`config.mk`:
```
export PLATFORM = sky130hd
export DESIGN_NAME = ide_sector_bridge
export DESIGN_NICKNAME = d
export VERILOG_FILES = /design/src/rtl/ide_bridge_pkg.sv /design/src/rtl/ide_bridge_decode.sv /design/src/rtl/ide_bridge_reg.sv /design/src/rtl/ide_sector_bridge.sv
export SDC_FILE = /design/constraint.sdc
export NUM_CORES = 1
export LEC_CHECK = 0
export BUFFER_PORTS_ARGS = -buffer_cell sky130_fd_sc_hd__clkbuf_2
export CORE_AREA = 2 2 70 72
export CTS_BUF_LIST = sky130_fd_sc_hd__clkbuf_8
export DETAILED_ROUTE_END_ITERATION = 10
export DIE_AREA = 0 0 72 74
export GPL_ROUTABILITY_DRIVEN = 0
export PLACE_DENSITY = 0.86
export SETUP_SLACK_MARGIN = 0.4
export SLEW_MARGIN = 20
export SYNTH_ARGS = -nofsm -noshare
export SYNTH_HDL_FRONTEND = slang
export SYNTH_SLANG_ARGS = --single-unit
```
`constraint.sdc`:
```
create_clock -name clk -period 3.37 [get_ports clk]
set_clock_uncertainty 0.05 [all_clocks]
set_input_delay 0.674 -clock clk [delete_from_list [all_inputs] [get_ports clk]]
set_output_delay 0.674 -clock clk [all_outputs]
set_load 0.01 [all_outputs]
```
`src/rtl/ide_bridge_pkg.sv`:
```
package ide_bridge_pkg;
  typedef enum logic {ST_IDLE, ST_STROBE} br_state_t;

  typedef struct packed {
    logic       sector;
    logic       tfile;
    logic       base;
    logic       odd;
    logic       tf_hi;
    logic [2:0] tf_reg;
  } br_dec_t;
endpackage

```
`src/rtl/ide_bridge_decode.sv`:
```
module ide_bridge_decode
  import ide_bridge_pkg::*;
#(
  parameter int HAW = 20,
  parameter int IO_AW = 16,
  parameter int REGION_W = 10,
  parameter logic [HAW-1:0] MEM_REGION = 20'hC8000,
  parameter logic [HAW-1:0] BASE_REG_ADDR = 20'hF7FFF,
  localparam int BASE_W = IO_AW - REGION_W
) (
  input  logic              cfg_use_io,
  input  logic              is_io,
  input  logic [HAW-1:0]    addr,
  input  logic [BASE_W-1:0] io_base,
  output br_dec_t           dec
);
  logic              in_region;
  logic [REGION_W-1:0] off;

  assign off = addr[REGION_W-1:0];

  always_comb begin
    if (cfg_use_io)
      in_region = is_io && (addr[IO_AW-1:REGION_W] == io_base);
    else
      in_region = !is_io && (addr[HAW-1:REGION_W] == MEM_REGION[HAW-1:REGION_W]);
  end

  always_comb begin
    dec        = '0;
    dec.sector = in_region && !off[REGION_W-1];
    dec.tfile  = in_region && off[REGION_W-1] && (off[REGION_W-2:4] == '0);
    dec.base   = !is_io && (addr == BASE_REG_ADDR);
    dec.odd    = addr[0];
    dec.tf_hi  = addr[3];
    dec.tf_reg = addr[2:0];
  end
endmodule

```
`src/rtl/ide_bridge_reg.sv`:
```
module ide_bridge_reg #(
  parameter int W = 8,
  parameter logic [W-1:0] RST = '0
) (
  input  logic         clk,
  input  logic         rst_n,
  input  logic         load,
  input  logic [W-1:0] d,
  output logic [W-1:0] q
);
  always_ff @(posedge clk) begin
    if (!rst_n)    q <= RST;
    else if (load) q <= d;
  end
endmodule

```
`src/rtl/ide_sector_bridge.sv`:
```
module ide_sector_bridge
  import ide_bridge_pkg::*;
#(
  parameter int HAW = 20,
  parameter int IO_AW = 16,
  parameter int REGION_W = 10,
  parameter logic [HAW-1:0] MEM_REGION = 20'hC8000,
  parameter logic [HAW-1:0] BASE_REG_ADDR = 20'hF7FFF,
  parameter logic [5:0] BASE_RST = 6'h0C
) (
  input  logic           clk,
  input  logic           rst_n,
  input  logic           cfg_use_io,
  input  logic           host_valid,
  output logic           host_ready,
  input  logic           host_is_io,
  input  logic           host_is_wr,
  input  logic [19:0]    host_addr,
  input  logic [7:0]     host_wdata,
  output logic           host_rvalid,
  output logic [7:0]     host_rdata,
  output logic           host_rdata_oe,
  output logic           dev_cs0_n,
  output logic           dev_cs1_n,
  output logic [2:0]     dev_addr,
  output logic           dev_rd_n,
  output logic           dev_wr_n,
  output logic [15:0]    dev_wdata,
  input  logic [15:0]    dev_rdata
);
  localparam int BASE_W = IO_AW - REGION_W;

  br_state_t          state_q;
  br_dec_t            dec;
  logic [BASE_W-1:0]  base_q;
  logic [7:0]         latch_q;
  logic               accept, needs_dev, pend_sector_q;
  logic               latch_ld, base_ld;
  logic [7:0]         latch_d;

  ide_bridge_decode #(
    .HAW(HAW), .IO_AW(IO_AW), .REGION_W(REGION_W),
    .MEM_REGION(MEM_REGION), .BASE_REG_ADDR(BASE_REG_ADDR)
  ) i_dec (
    .cfg_use_io(cfg_use_io), .is_io(host_is_io), .addr(host_addr[HAW-1:0]),
    .io_base(base_q), .dec(dec)
  );

  assign host_ready = (state_q == ST_IDLE);
  assign accept     = host_valid && host_ready;
  assign needs_dev  = (dec.sector && (host_is_wr == dec.odd)) || dec.tfile;

  // Latch: even write parks low byte; ending sector read keeps high byte
  always_comb begin
    latch_ld = 1'b0;
    latch_d  = host_wdata;
    if (accept && dec.sector && host_is_wr && !dec.odd) begin
      latch_ld = 1'b1;
    end else if (state_q == ST_STROBE && !dev_rd_n && pend_sector_q) begin
      latch_ld = 1'b1;
      latch_d  = dev_rdata[15:8];
    end
  end

  assign base_ld = accept && dec.base && host_is_wr;

  ide_bridge_reg #(.W(8), .RST(8'h00)) i_latch (
    .clk(clk), .rst_n(rst_n), .load(latch_ld), .d(latch_d), .q(latch_q)
  );

  ide_bridge_reg #(.W(BASE_W), .RST(BASE_RST[BASE_W-1:0])) i_base (
    .clk(clk), .rst_n(rst_n), .load(base_ld), .d(host_wdata[BASE_W-1:0]), .q(base_q)
  );

  always_ff @(posedge clk) begin
    if (!rst_n) begin
      state_q       <= ST_IDLE;
      dev_cs0_n     <= 1'b1;
      dev_cs1_n     <= 1'b1;
      dev_rd_n      <= 1'b1;
      dev_wr_n      <= 1'b1;
      dev_addr      <= '0;
      dev_wdata     <= '0;
      pend_sector_q <= 1'b0;
      host_rvalid   <= 1'b0;
      host_rdata    <= '0;
      host_rdata_oe <= 1'b0;
    end else if (state_q == ST_STROBE) begin
      state_q   <= ST_IDLE;
      dev_cs0_n <= 1'b1;
      dev_cs1_n <= 1'b1;
      dev_rd_n  <= 1'b1;
      dev_wr_n  <= 1'b1;
      dev_addr  <= '0;
      if (!dev_rd_n) begin
        host_rvalid   <= 1'b1;
        host_rdata_oe <= 1'b1;
        host_rdata    <= dev_rdata[7:0];
      end
    end else begin
      host_rvalid <= 1'b0;
      if (accept && needs_dev) begin
        state_q       <= ST_STROBE;
        pend_sector_q <= dec.sector;
        dev_cs0_n     <= !(dec.sector || !dec.tf_hi);
        dev_cs1_n     <= !(dec.tfile && dec.tf_hi);
        dev_addr      <= dec.sector ? 3'd0 : dec.tf_reg;
        dev_rd_n      <= host_is_wr;
        dev_wr_n      <= !host_is_wr;
        dev_wdata     <= dec.sector ? {host_wdata, latch_q} : {8'h00, host_wdata};
      end else if (accept && !host_is_wr) begin
        host_rvalid   <= 1'b1;
        host_rdata_oe <= dec.sector || dec.base;
        if (dec.sector)    host_rdata <= latch_q;
        else if (dec.base) host_rdata <= {{(8-BASE_W){1'b0}}, base_q};
        else               host_rdata <= 8'h00;
      end
    end
  end
endmodule

```
==> results of run 1 <==
report_power, final:
part	switching, mW	internal, mW	leakage (nW)
combinational	0.0693	0.0457	0.908
sequential	0.00279	0.582	0.396
clock	0.209	0.222	0.0543
total	0.281	0.850	1.36
flip-flops by register name, indices dropped and copies added (netlist names):
signal,cells
host_rvalid,1
dev_wdata,16
host_rdata_oe,1
dev_rd_n,1
pend_sector_q,1
i_latch.q,8
dev_wr_n,1
state_q,1
dev_cs0_n,1
i_base.q,6
host_rdata,8
dev_cs1_n,1
dev_addr,3
cell type report:
type | instances | area share (%)
clock buffers | 5 | 2.29
clock inverters | 3 | 1.54
inverters | 9 | 1.12
multi-input cells | 197 | 45.1
flip-flops and latches | 49 | 32.6
well taps | 54 | 2.25
repair buffers | 88 | 15.1
routing by layer:
metal	part of all wire, %	track usage (%)
met3	7.0	5.15
met1	41	34.3
met4	3.3	12.2
met2	49	45.2
met5	0	0
cells in the final DEF (no fill, tap or decap), types with 3 or more instances in the layout:
| cell | synthesis | routed |
|---|---|---|
| dfxtp_1 | 49 | 49 |
| mux2_2 | 5 | 5 |
| o21ai_0 | 8 | 8 |
| inv_1 | 7 | 7 |
| o2bb2ai_1 | 3 | 3 |
| xor2_1 | 7 | 7 |
| buf_4 | 0 | 5 |
| o22ai_1 | 12 | 12 |
| mux2i_1 | 13 | 13 |
| clkbuf_2 | 0 | 83 |
| a32o_1 | 6 | 6 |
| nor2b_1 | 7 | 7 |
| o31ai_1 | 9 | 9 |
| nor3_1 | 3 | 3 |
| clkbuf_8 | 0 | 5 |
| o2111ai_1 | 6 | 6 |
| nand3_1 | 12 | 12 |
| a31oi_1 | 8 | 8 |
| nand4_1 | 6 | 6 |
| o221a_2 | 6 | 6 |
| o211a_1 | 8 | 8 |
| a21oi_1 | 6 | 6 |
| nand2_1 | 44 | 44 |
worst min-delay path by stage:
stage          slack [ns]     startpoint             to
2_1_floorplan        0.40   i_latch.q[1]   i_latch.q[1]
3_3_place_gp         0.40    dev_addr[1]    dev_addr[1]
3_5_place_dp         0.41  dev_wdata[14]  dev_wdata[14]
4_1_cts              0.43  dev_wdata[14]  dev_wdata[14]
5_1_grt              0.46  dev_wdata[14]  dev_wdata[14]
6_report             0.42  dev_wdata[14]  dev_wdata[14]
kinds of logic after synthesis:
logic type      count (synthesis)
mux                            18
flops                          49
buf+inv                        29
compound gates                 78
xor+xnor                        7
simple gates                   94
worst max-delay path: cells and delay by family:
family / cells / cell delay (ns)
AOI/OAI and AO/OA: 2 / 0.54
and+or+nand+nor: 2 / 1.17
xor gates and xnor gates: 1 / 0.17
buffers and inverters: 1 / 0.11
stage by stage:
| stage | instances | instance area [um^2] | setup WS [ns] |
|---|---|---|---|
| final | 405 | 3010 | 0.821 |
| after global routing | 405 | 3010 | 0.726 |
| after CTS | 405 | 3010 | 0.891 |
| after detailed placement | 397 | 2890 | 0.628 |
| after global placement | 397 | 2890 | 0.686 |
| after floorplan | 275 | 2480 | 1.01 |
==> out/metrics.yaml, run 1 <==
outcome: "completed"
synth_compound_area_share_pct: 24.3
synthAdderAreaFrac_pct: 0
cpPeakStageDelay_ns: 0.69
syn_to_final_growth_pct: 21.3
antenna_found_initial: 0
root_buffer: "clkbuf_8"
cts_buffers: 5
synthArstFlopShare_pct: 0
peakVddDrop_mv: 0.193
io_pins: 84
slew_headroom_pct: 48.9
synth_top_area_share_pct: 39.6
hold_depth: 2
first_iter_violations: 197
crit_type: "in2reg"
hpwl_um: 5030
hold_viol_final: 0
setup_viol: 0
grt_util_all_layers_pct: 27.0
endpoint_kind: "register"
core-area_mm2: 0.00460
hold_slack_ns: 0.422
endpoint: "dev_wdata[12]"
slowest_stage: "nor4_1"
crit_fanout: 19
grt.overflow.total: 0
clock.fmax_mhz: 392
grt_pass1_vias: 2356
fin_crit_ns: 2.55
path_cells: "clkbuf_2 -> xor2_1 -> nor4_1 -> a21oi_2 -> nor2_4 -> o22ai_1"
synth_xor_xnor_area_share_pct: 2.47
r2r_end: "dev_wdata[12]"
leakage_nw: 1.36
yosysMostFrequentCell: "dfxtp_1"
die_h_um: 74
ys_seq_area_share_pct: 39.6
synth.largest_area_cell: "dfxtp_1"
cts_max_level: 2
syn_nets: 325
maxCapViolCount: 0
grt_max_degree: 41
first_pass_iters: 5
ys_ff_latch: 49
multi_input_area_mm2: 0.00136
fin_nets: 400
regArea_um2: 981
r2r_cells: 5
drive_gt1_share_pct: 33.6
totalPowerFinal_mw: 1.13
rsz0062_at_grt: "no"
cts_setup_buffers: 0
startpoint: "host_addr[13]"
die-area_mm2: 0.00533
synth_commonest_cells: "49 x dfxtp_1, 44 x nand2_1, 13 x mux2i_1"
diodes: 0
start_util_pct: 53.9
cts-resized-gates: 0
viasPerCell: 6.23
worstMarginPinSlew_ns: 0.759
synth_area_per_cell_um2: 9.02
rows: 25
fin_tns_setup_ns: 0
final_antenna_net_count: 0
cts_num_sinks: 49
synth_area_mm2: 0.00248
synth-edff-count: 0
r2r_slack_ns: 0.92
utilization_pct: 65.4
wirelength_um: 6970
synthSimpleGateAreaFrac_pct: 20.5
die_w_um: 72
crit_path_start_kind: "input pin"
arrival_ns: 2.68
cts_tree: "built"
power_density_mw_per_mm2: 376
synth.area.top_cells: "dfxtp_1 40%, nand2_1 6.7%, mux2i_1 5.2%"
clk_latency_ns: 0.31
synth_mux_area_share_pct: 7.52
synth_top_family_by_area: "compound AO/OA/AOI/OAI gates"
maxSlewViolCount: 0
cts_buffer_depth: 2
cts-hold-fix-buffers: 0
drcViolationCount: 0
vias: 2525
n_fill_cell: 407
ys_warn_count: 0
hp-class: "reg2reg"
synth.distinct_cells: 50
port_buffers: 83
syn_inst: 275
routedWlPerCell_um: 17.2
r2r_start: "i_base.q[3]"
required_ns: 3.50
grt_first_pass_wirelength_um: 11200
min_period_over_period_pct: 75.6
synth-main-ff-cell: "dfxtp_1"
clkTransAtPathRegs_ns: 0.09
Power figures use the tool's default switching activity.
==> run 2, diff against run 1 <==
--- a/config.mk
+++ b/config.mk
@@ -6,12 +6,12 @@
 export NUM_CORES = 1
 export LEC_CHECK = 0
 export BUFFER_PORTS_ARGS = -buffer_cell sky130_fd_sc_hd__clkbuf_2
-export CORE_AREA = 2 2 70 72
+export CORE_AREA = 2 2 76 78
 export CTS_BUF_LIST = sky130_fd_sc_hd__clkbuf_8
 export DETAILED_ROUTE_END_ITERATION = 10
-export DIE_AREA = 0 0 72 74
+export DIE_AREA = 0 0 78 80
 export GPL_ROUTABILITY_DRIVEN = 0
-export PLACE_DENSITY = 0.86
+export PLACE_DENSITY = 0.77
 export SETUP_SLACK_MARGIN = 0.4
 export SLEW_MARGIN = 20
 export SYNTH_ARGS = -nofsm -noshare
==> constraint.sdc (replaced) <==
create_clock -name clk -period 2.2 [get_ports clk]
set_clock_uncertainty 0.05 [all_clocks]
set_input_delay 0.44 -clock clk [delete_from_list [all_inputs] [get_ports clk]]
set_output_delay 0.44 -clock clk [all_outputs]
set_load 0.01 [all_outputs]
==> run 2 against run 1 <==
Sequential share of layout area is 5.1 points lower. Combinational power is 110% higher. Via count is 3.5% higher. Register-to-register slack worse by 0.63 ns. Hold slack worse by 0.081 ns. First-iteration DRC count is 4.1% higher. Total power is 46% higher. Clock power is 19% higher. Utilization is 0.88 points higher.
==> out/metrics.yaml, run 2 (synthesis gave the netlist of run 1 again) <==
min_to: "host_rdata[7]"
hpwl_um: 5460
arrival_ns: 2.08
drcViolationCount: 0
multi_input_area_mm2: 0.00171
r2r_start: "i_base.q[2]"
final-instance-count-excl-fill: 447
crit_type: "in2reg"
antenna_found_initial: 0
die_h_um: 80
die-area_mm2: 0.00624
viasPerCell: 5.85
r2r_cells: 5
min_period_over_period_pct: 88.0
required_ns: 2.34
maxCapViolCount: 0
die_w_um: 78
port_buffers: 83
start_util_pct: 45.9
worstHoldStart: "dev_rdata[7]"
cts_buffers: 5
fin_crit_ns: 1.94
grt.overflow.total: 0
vias: 2614
grt_first_pass_wirelength_um: 11900
grt_pass1_vias: 2516
setup_viol: 0
crit_path_start_kind: "input pin"
grt_util_all_layers_pct: 24.1
rows: 27
drive_gt1_share_pct: 48.3
wirelength_um: 8030
layout_common_cells: "81 x clkbuf_2, 46 x dfxtp_1, 43 x nand2_1, 19 x buf_4, 13 x mux2i_1"
syn_to_final_growth_pct: 44.5
largest_reg_flops: 16
clock.fmax_mhz: 516
hold_viol_final: 0
fin_nets: 424
maxSlewViolCount: 0
clk_latency_ns: 0.30
r2r_slack_ns: 0.29
diodes: 0
first_iter_violations: 205
clkTransAtPathRegs_ns: 0.09
cts_num_sinks: 49
hp-class: "in2reg"
rsz0062_at_grt: "yes"
grt_max_degree: 33
leakage_nw: 1.52
core-area_mm2: 0.00541
root_buffer: "clkbuf_8"
final_antenna_net_count: 0
totalPowerFinal_mw: 1.65
dp_cells: 429
layout_commonest_cell: "clkbuf_2"
hold_depth: 3
io_pins: 84
cts_max_level: 2
endpoint_kind: "register"
r2r_end: "i_latch.q[0]"
regArea_um2: 987
outcome: "completed"
cts_tree: "built"
peakVddDrop_mv: 0.286
power_density_mw_per_mm2: 460
regMostFlops: "dev_wdata"
routedWlPerCell_um: 18.0
crit_fanout: 8
top_regs: "dev_wdata x16, host_rdata x8, i_latch.q x8"
slew_headroom_pct: 58.2
n_fill_cell: 442
worstMarginPinSlew_ns: 0.625
first_pass_iters: 4
cts_buffer_depth: 2
-- run 2: cell count changes in the layout (fill, tap and decap cells not counted), moves of 4 or more --
cell | previous run | this run
buf_4 | 5 | 19
buf_6 | 0 | 8
o22ai_1 | 12 | 4
o21ai_0 | 8 | 1
o22ai_2 | 0 | 7
o2111ai_1 | 6 | 0
o21ai_1 | 0 | 6
o31ai_1 | 9 | 5
xor2_1 | 7 | 3
xor2_2 | 0 | 4
-- run 2: power breakdown --
part           total, mW  internal, mW  switching [mW]
Clock              0.515         0.216           0.299
Sequential         0.894         0.891         0.00374
Combinational      0.240        0.0983           0.141
-- run 2: metal layers --
metal  vias up  GRT usage, %  routed length (um)  share of wire (%)
met1      1240          28.8                3260                 41
li1       1233             -                   -                  -
met5         -             0                   0                  0
met3        22          3.96                 495                6.2
met2       119          42.9                4040                 50
met4         0          10.0                 235                2.9
-- run 2: final cells by class --
cell class | count | area share, %
multi-input combinational | 199 | 47.7
sequential | 49 | 27.5
timing repair buffer | 110 | 18.9
tap | 72 | 2.51
clock buffer | 5 | 1.92
inverter | 9 | 0.943
clock inverter | 3 | 0.419
-- run 2: worst max-delay path by stage --
stage                   from  slack, ns       endpoint  cells past startpoint
2_1_floorplan  host_addr[16]       0.19   i_latch.q[0]                      7
3_3_place_gp   host_addr[12]      -0.03  host_rdata[2]                      8
3_5_place_dp   host_addr[16]      -0.06  host_rdata[2]                      7
4_1_cts        host_addr[16]       0.31  host_rdata[4]                      7
5_1_grt        host_addr[12]       0.20  host_rdata_oe                      8
6_report       host_addr[12]       0.26  host_rdata_oe                      8
-- run 2: worst max-delay path: stages --
cell      delay (ns)
clkbuf_2        0.11
or4_4           0.53
nor4_4          0.24
buf_4           0.19
a211oi_4        0.06
buf_4           0.19
o31ai_1         0.24
a21oi_1         0.07
-- run 2: through the flow --
step / setup slack (ns) / area (um^2) / setup TNS (ns) / util [%] / hold slack [ns]
final: 0.264 / 3580 / 0 / 66.3 / 0.342
after global routing: 0.197 / 3580 / 0 / 66.3 / 0.354
after CTS: 0.313 / 3340 / 0 / 61.7 / 0.337
after detailed placement: -0.0552 / 3090 / -0.325 / 57.1 / 0.403
after global placement: -0.0295 / 3090 / -0.0295 / 57.1 / 0.400
after floorplan: 0.192 / 2570 / 0 / - / 0.391
-- run 2: timing repair --
action / in CTS / in global routing
hold buffers: 0 / 0
gates cloned: 1 / 2
pin swaps: 14 / 13
buffers inserted: 4 / 3
endpoints found under the hold margin: 0 / 0
setup endpoints to repair: 43 / 46
gates resized for setup: 28 / 37
==> run 3, diff against run 2 <==
--- a/config.mk
+++ b/config.mk
@@ -6,6 +6,7 @@
 export NUM_CORES = 1
 export LEC_CHECK = 0
 export BUFFER_PORTS_ARGS = -buffer_cell sky130_fd_sc_hd__clkbuf_2
+export CAP_MARGIN = 20
 export CORE_AREA = 2 2 76 78
 export CTS_BUF_LIST = sky130_fd_sc_hd__clkbuf_8
 export DETAILED_ROUTE_END_ITERATION = 10
@@ -16,4 +17,5 @@
 export SLEW_MARGIN = 20
 export SYNTH_ARGS = -nofsm -noshare
 export SYNTH_HDL_FRONTEND = slang
+export SYNTH_HIERARCHICAL = 1
 export SYNTH_SLANG_ARGS = --single-unit
==> constraint.sdc (replaced) <==
create_clock -name clk -period 2.2 [get_ports clk]
set_clock_uncertainty 0.05 [all_clocks]
set_input_delay 0.11 -clock clk [delete_from_list [all_inputs] [get_ports clk]]
set_output_delay 0.11 -clock clk [all_outputs]
set_load 0.01 [all_outputs]
==> run 3 against run 2 <==
Final area down 9.4%. Total power up 3.7%. Area after synthesis about the same. Highest routed layer unchanged. Largest cell class unchanged. Flip-flop and latch count unchanged.
==> out/metrics.yaml, run 3 <==
outcome: "completed"
power_density_mw_per_mm2: 527
slowest_stage: "dfxtp_2"
arrival_ns: 2.27
ys_warn_count: 6
hpwl_um: 4780
hold_slack_ns: 0.0224
drive_gt1_share_pct: 40.4
clkTransAtPathRegs_ns: 0.09
syn_inst: 268
synth_top_area_share_pct: 39.6
totalPowerFinal_mw: 1.71
die_h_um: 80
grt_pass1_vias: 2281
crit_fanout: 18
synth_commonest_cells: "49 x dfxtp_1, 42 x nand2_1, 20 x mux2i_1, 16 x nor2b_1, 11 x nand3_1"
ys_ff_latch: 49
largest_reg_flops: 16
syn_to_final_growth_pct: 31.0
maxSlewViolCount: 0
viasPerCell: 5.27
peakVddDrop_mv: 0.283
synth.distinct_cells: 45
first_iter_violations: 95
place_area_mm2: 0.00305
core-area_mm2: 0.00541
regMostFlops: "dev_wdata"
synthArstFlopShare_pct: 0
synth_area_mm2: 0.00248
grt_util_all_layers_pct: 21.6
final_antenna_net_count: 0
start_util_pct: 45.9
required_ns: 2.39
top_regs: "dev_wdata x16, host_rdata x8, i_latch/q x8"
setup_viol: 0
clk_latency_ns: 0.30
layout_commonest_cell: "clkbuf_2"
cts_buffers: 5
synth_area_per_cell_um2: 9.25
vias: 2273
grt_first_pass_wirelength_um: 10600
first_pass_iters: 4
grt.overflow.total: 0
fin_crit_ns: 2.08
cpPeakStageDelay_ns: 0.34
crit_path_start_kind: "register"
synth.largest_area_cell: "dfxtp_1"
rsz0062_at_grt: "yes"
fin_ws_ns: 0.121
ys_seq_area_share_pct: 39.6
fin_nets: 408
drcViolationCount: 0
leakage_nw: 1.45
routedWlPerCell_um: 15.0
hold_viol_final: 0
layout_common_cells: "83 x clkbuf_2, 46 x dfxtp_1, 42 x nand2_1, 20 x mux2i_1, 18 x buf_4"
cts_num_sinks: 49
die_w_um: 78
diodes: 0
synth.area.top_cells: "dfxtp_1 40%, mux2i_1 8.1%, nand2_1 6.4%"
syn_nets: 318
dp_slack_ns: -0.0881
port_buffers: 83
synth-edff-count: 0
utilization_pct: 60.1
io_pins: 84
path_cells: "xor2_1 -> nor4_2 -> a41oi_2 -> nor2_2 -> nand3b_4 -> o21ai_2 -> buf_12 -> nand3_1 -> a21boi_1"
root_buffer: "clkbuf_8"
synth-main-ff-cell: "dfxtp_1"
wirelength_um: 6480
hp-class: "in2reg"
clock.fmax_mhz: 481
cp.buffers_inverters: 1
slew_headroom_pct: 72.9
min_period_over_period_pct: 94.5
crit_type: "reg2reg"
die-area_mm2: 0.00624
yosysMostFrequentCell: "dfxtp_1"
antenna_found_initial: 0
rows: 27
maxCapViolCount: 0
cts_buffer_depth: 2
grt_max_degree: 23
worstMarginPinSlew_ns: 0.406
cpLargestDelayFamily: "simple AND/OR/NAND/NOR gates"
cts_max_level: 2
finalInstanceArea_mm2: 0.00325
endpoint_kind: "register"
cts_tree: "built"
==> run 3: cell types whose count changed after synthesis, moves of 4 or more <==
cell      before  now
o22ai_1       12    0
nor2b_1        7   16
o31ai_1        9    0
a31oi_1        8    1
buf_4          0    7
mux2i_1       13   20
a21boi_0       2    8
a32o_1         6    0
clkbuf_1      12    6
inv_1          7    1
nand3b_1       2    8
o221a_2        6    1
buf_6          2    6
==> run 3: tightest hold or removal path: cells and delay by family <==
kind	cells	cell delay (ns)
buf+inv	1	0.09
simple gates	1	0.07
compound gates	1	0.05
==> run 3: layout make-up <==
class                           instances  area [um^2]
Clock inverter                          2         37.5
Sequential cell                        49          985
Multi-Input combinational cell        194         1410
Fill cell                             483         2160
Tap cell                               72         90.1
Inverter                                2         7.51
Clock buffer                            6         82.6
Timing Repair Buffer                  106          633
==> run 3: repair_timing <==
| action | 4_1_cts | 5_1_grt |
|---|---|---|
| endpoints found under the setup margin | 43 | 44 |
| pin swaps | 2 | 1 |
| gates cloned | 0 | 0 |
| hold buffers | 0 | 0 |
| buffers inserted | 3 | 0 |
| gates resized for setup | 9 | 4 |
==> run 3: kinds of logic (layout without fill, tap and decap cells) <==
group | Yosys count | count (layout) | synth area share [%]
and+or+nand+nor | 106 | 106 | 23.5
AOI/OAI and AO/OA | 53 | 53 | 15.9
DFF | 49 | 49 | 39.6
muxes | 28 | 28 | 11.7
buffers and inverters | 25 | 116 | 6.86
xor gates and xnor gates | 7 | 7 | 2.47
==> run 3: through the flow <==
step	cells	setup TNS, ns
after global placement	420	-0.0994
after CTS	431	0
final	431	0
after floorplan	268	0
after global routing	431	-0.268
after detailed placement	420	-2.19
==> run 3: where the power goes <==
group	internal (mW)	leakage, nW	switching [mW]	total, mW
Combinational	0.0707	0.996	0.0709	0.142
Clock	0.370	0.0574	0.308	0.678
Sequential	0.889	0.396	0.00173	0.891
Total	1.33	1.45	0.381	1.71
==> run 3: path summary, 6_finish.rpt <==
path,from,to,slack (ns),depth (start not counted)
max,i_base/q[1],dev_wdata[11],0.12,9
min,host_wdata[6],dev_wdata[14],0.02,3
max reg2reg,i_base/q[1],dev_wdata[11],0.12,9
min reg2reg,host_rdata[1],host_rdata[1],0.40,2
==> run 3: routing by layer <==
layer	vias to the layer above	wire length [um]	track usage [%]
met3	2	376	4.41
met1	1072	2810	26.6
met5	-	0	0
met4	0	16	5.26
met2	66	3280	38.8
li1	1133	-	-
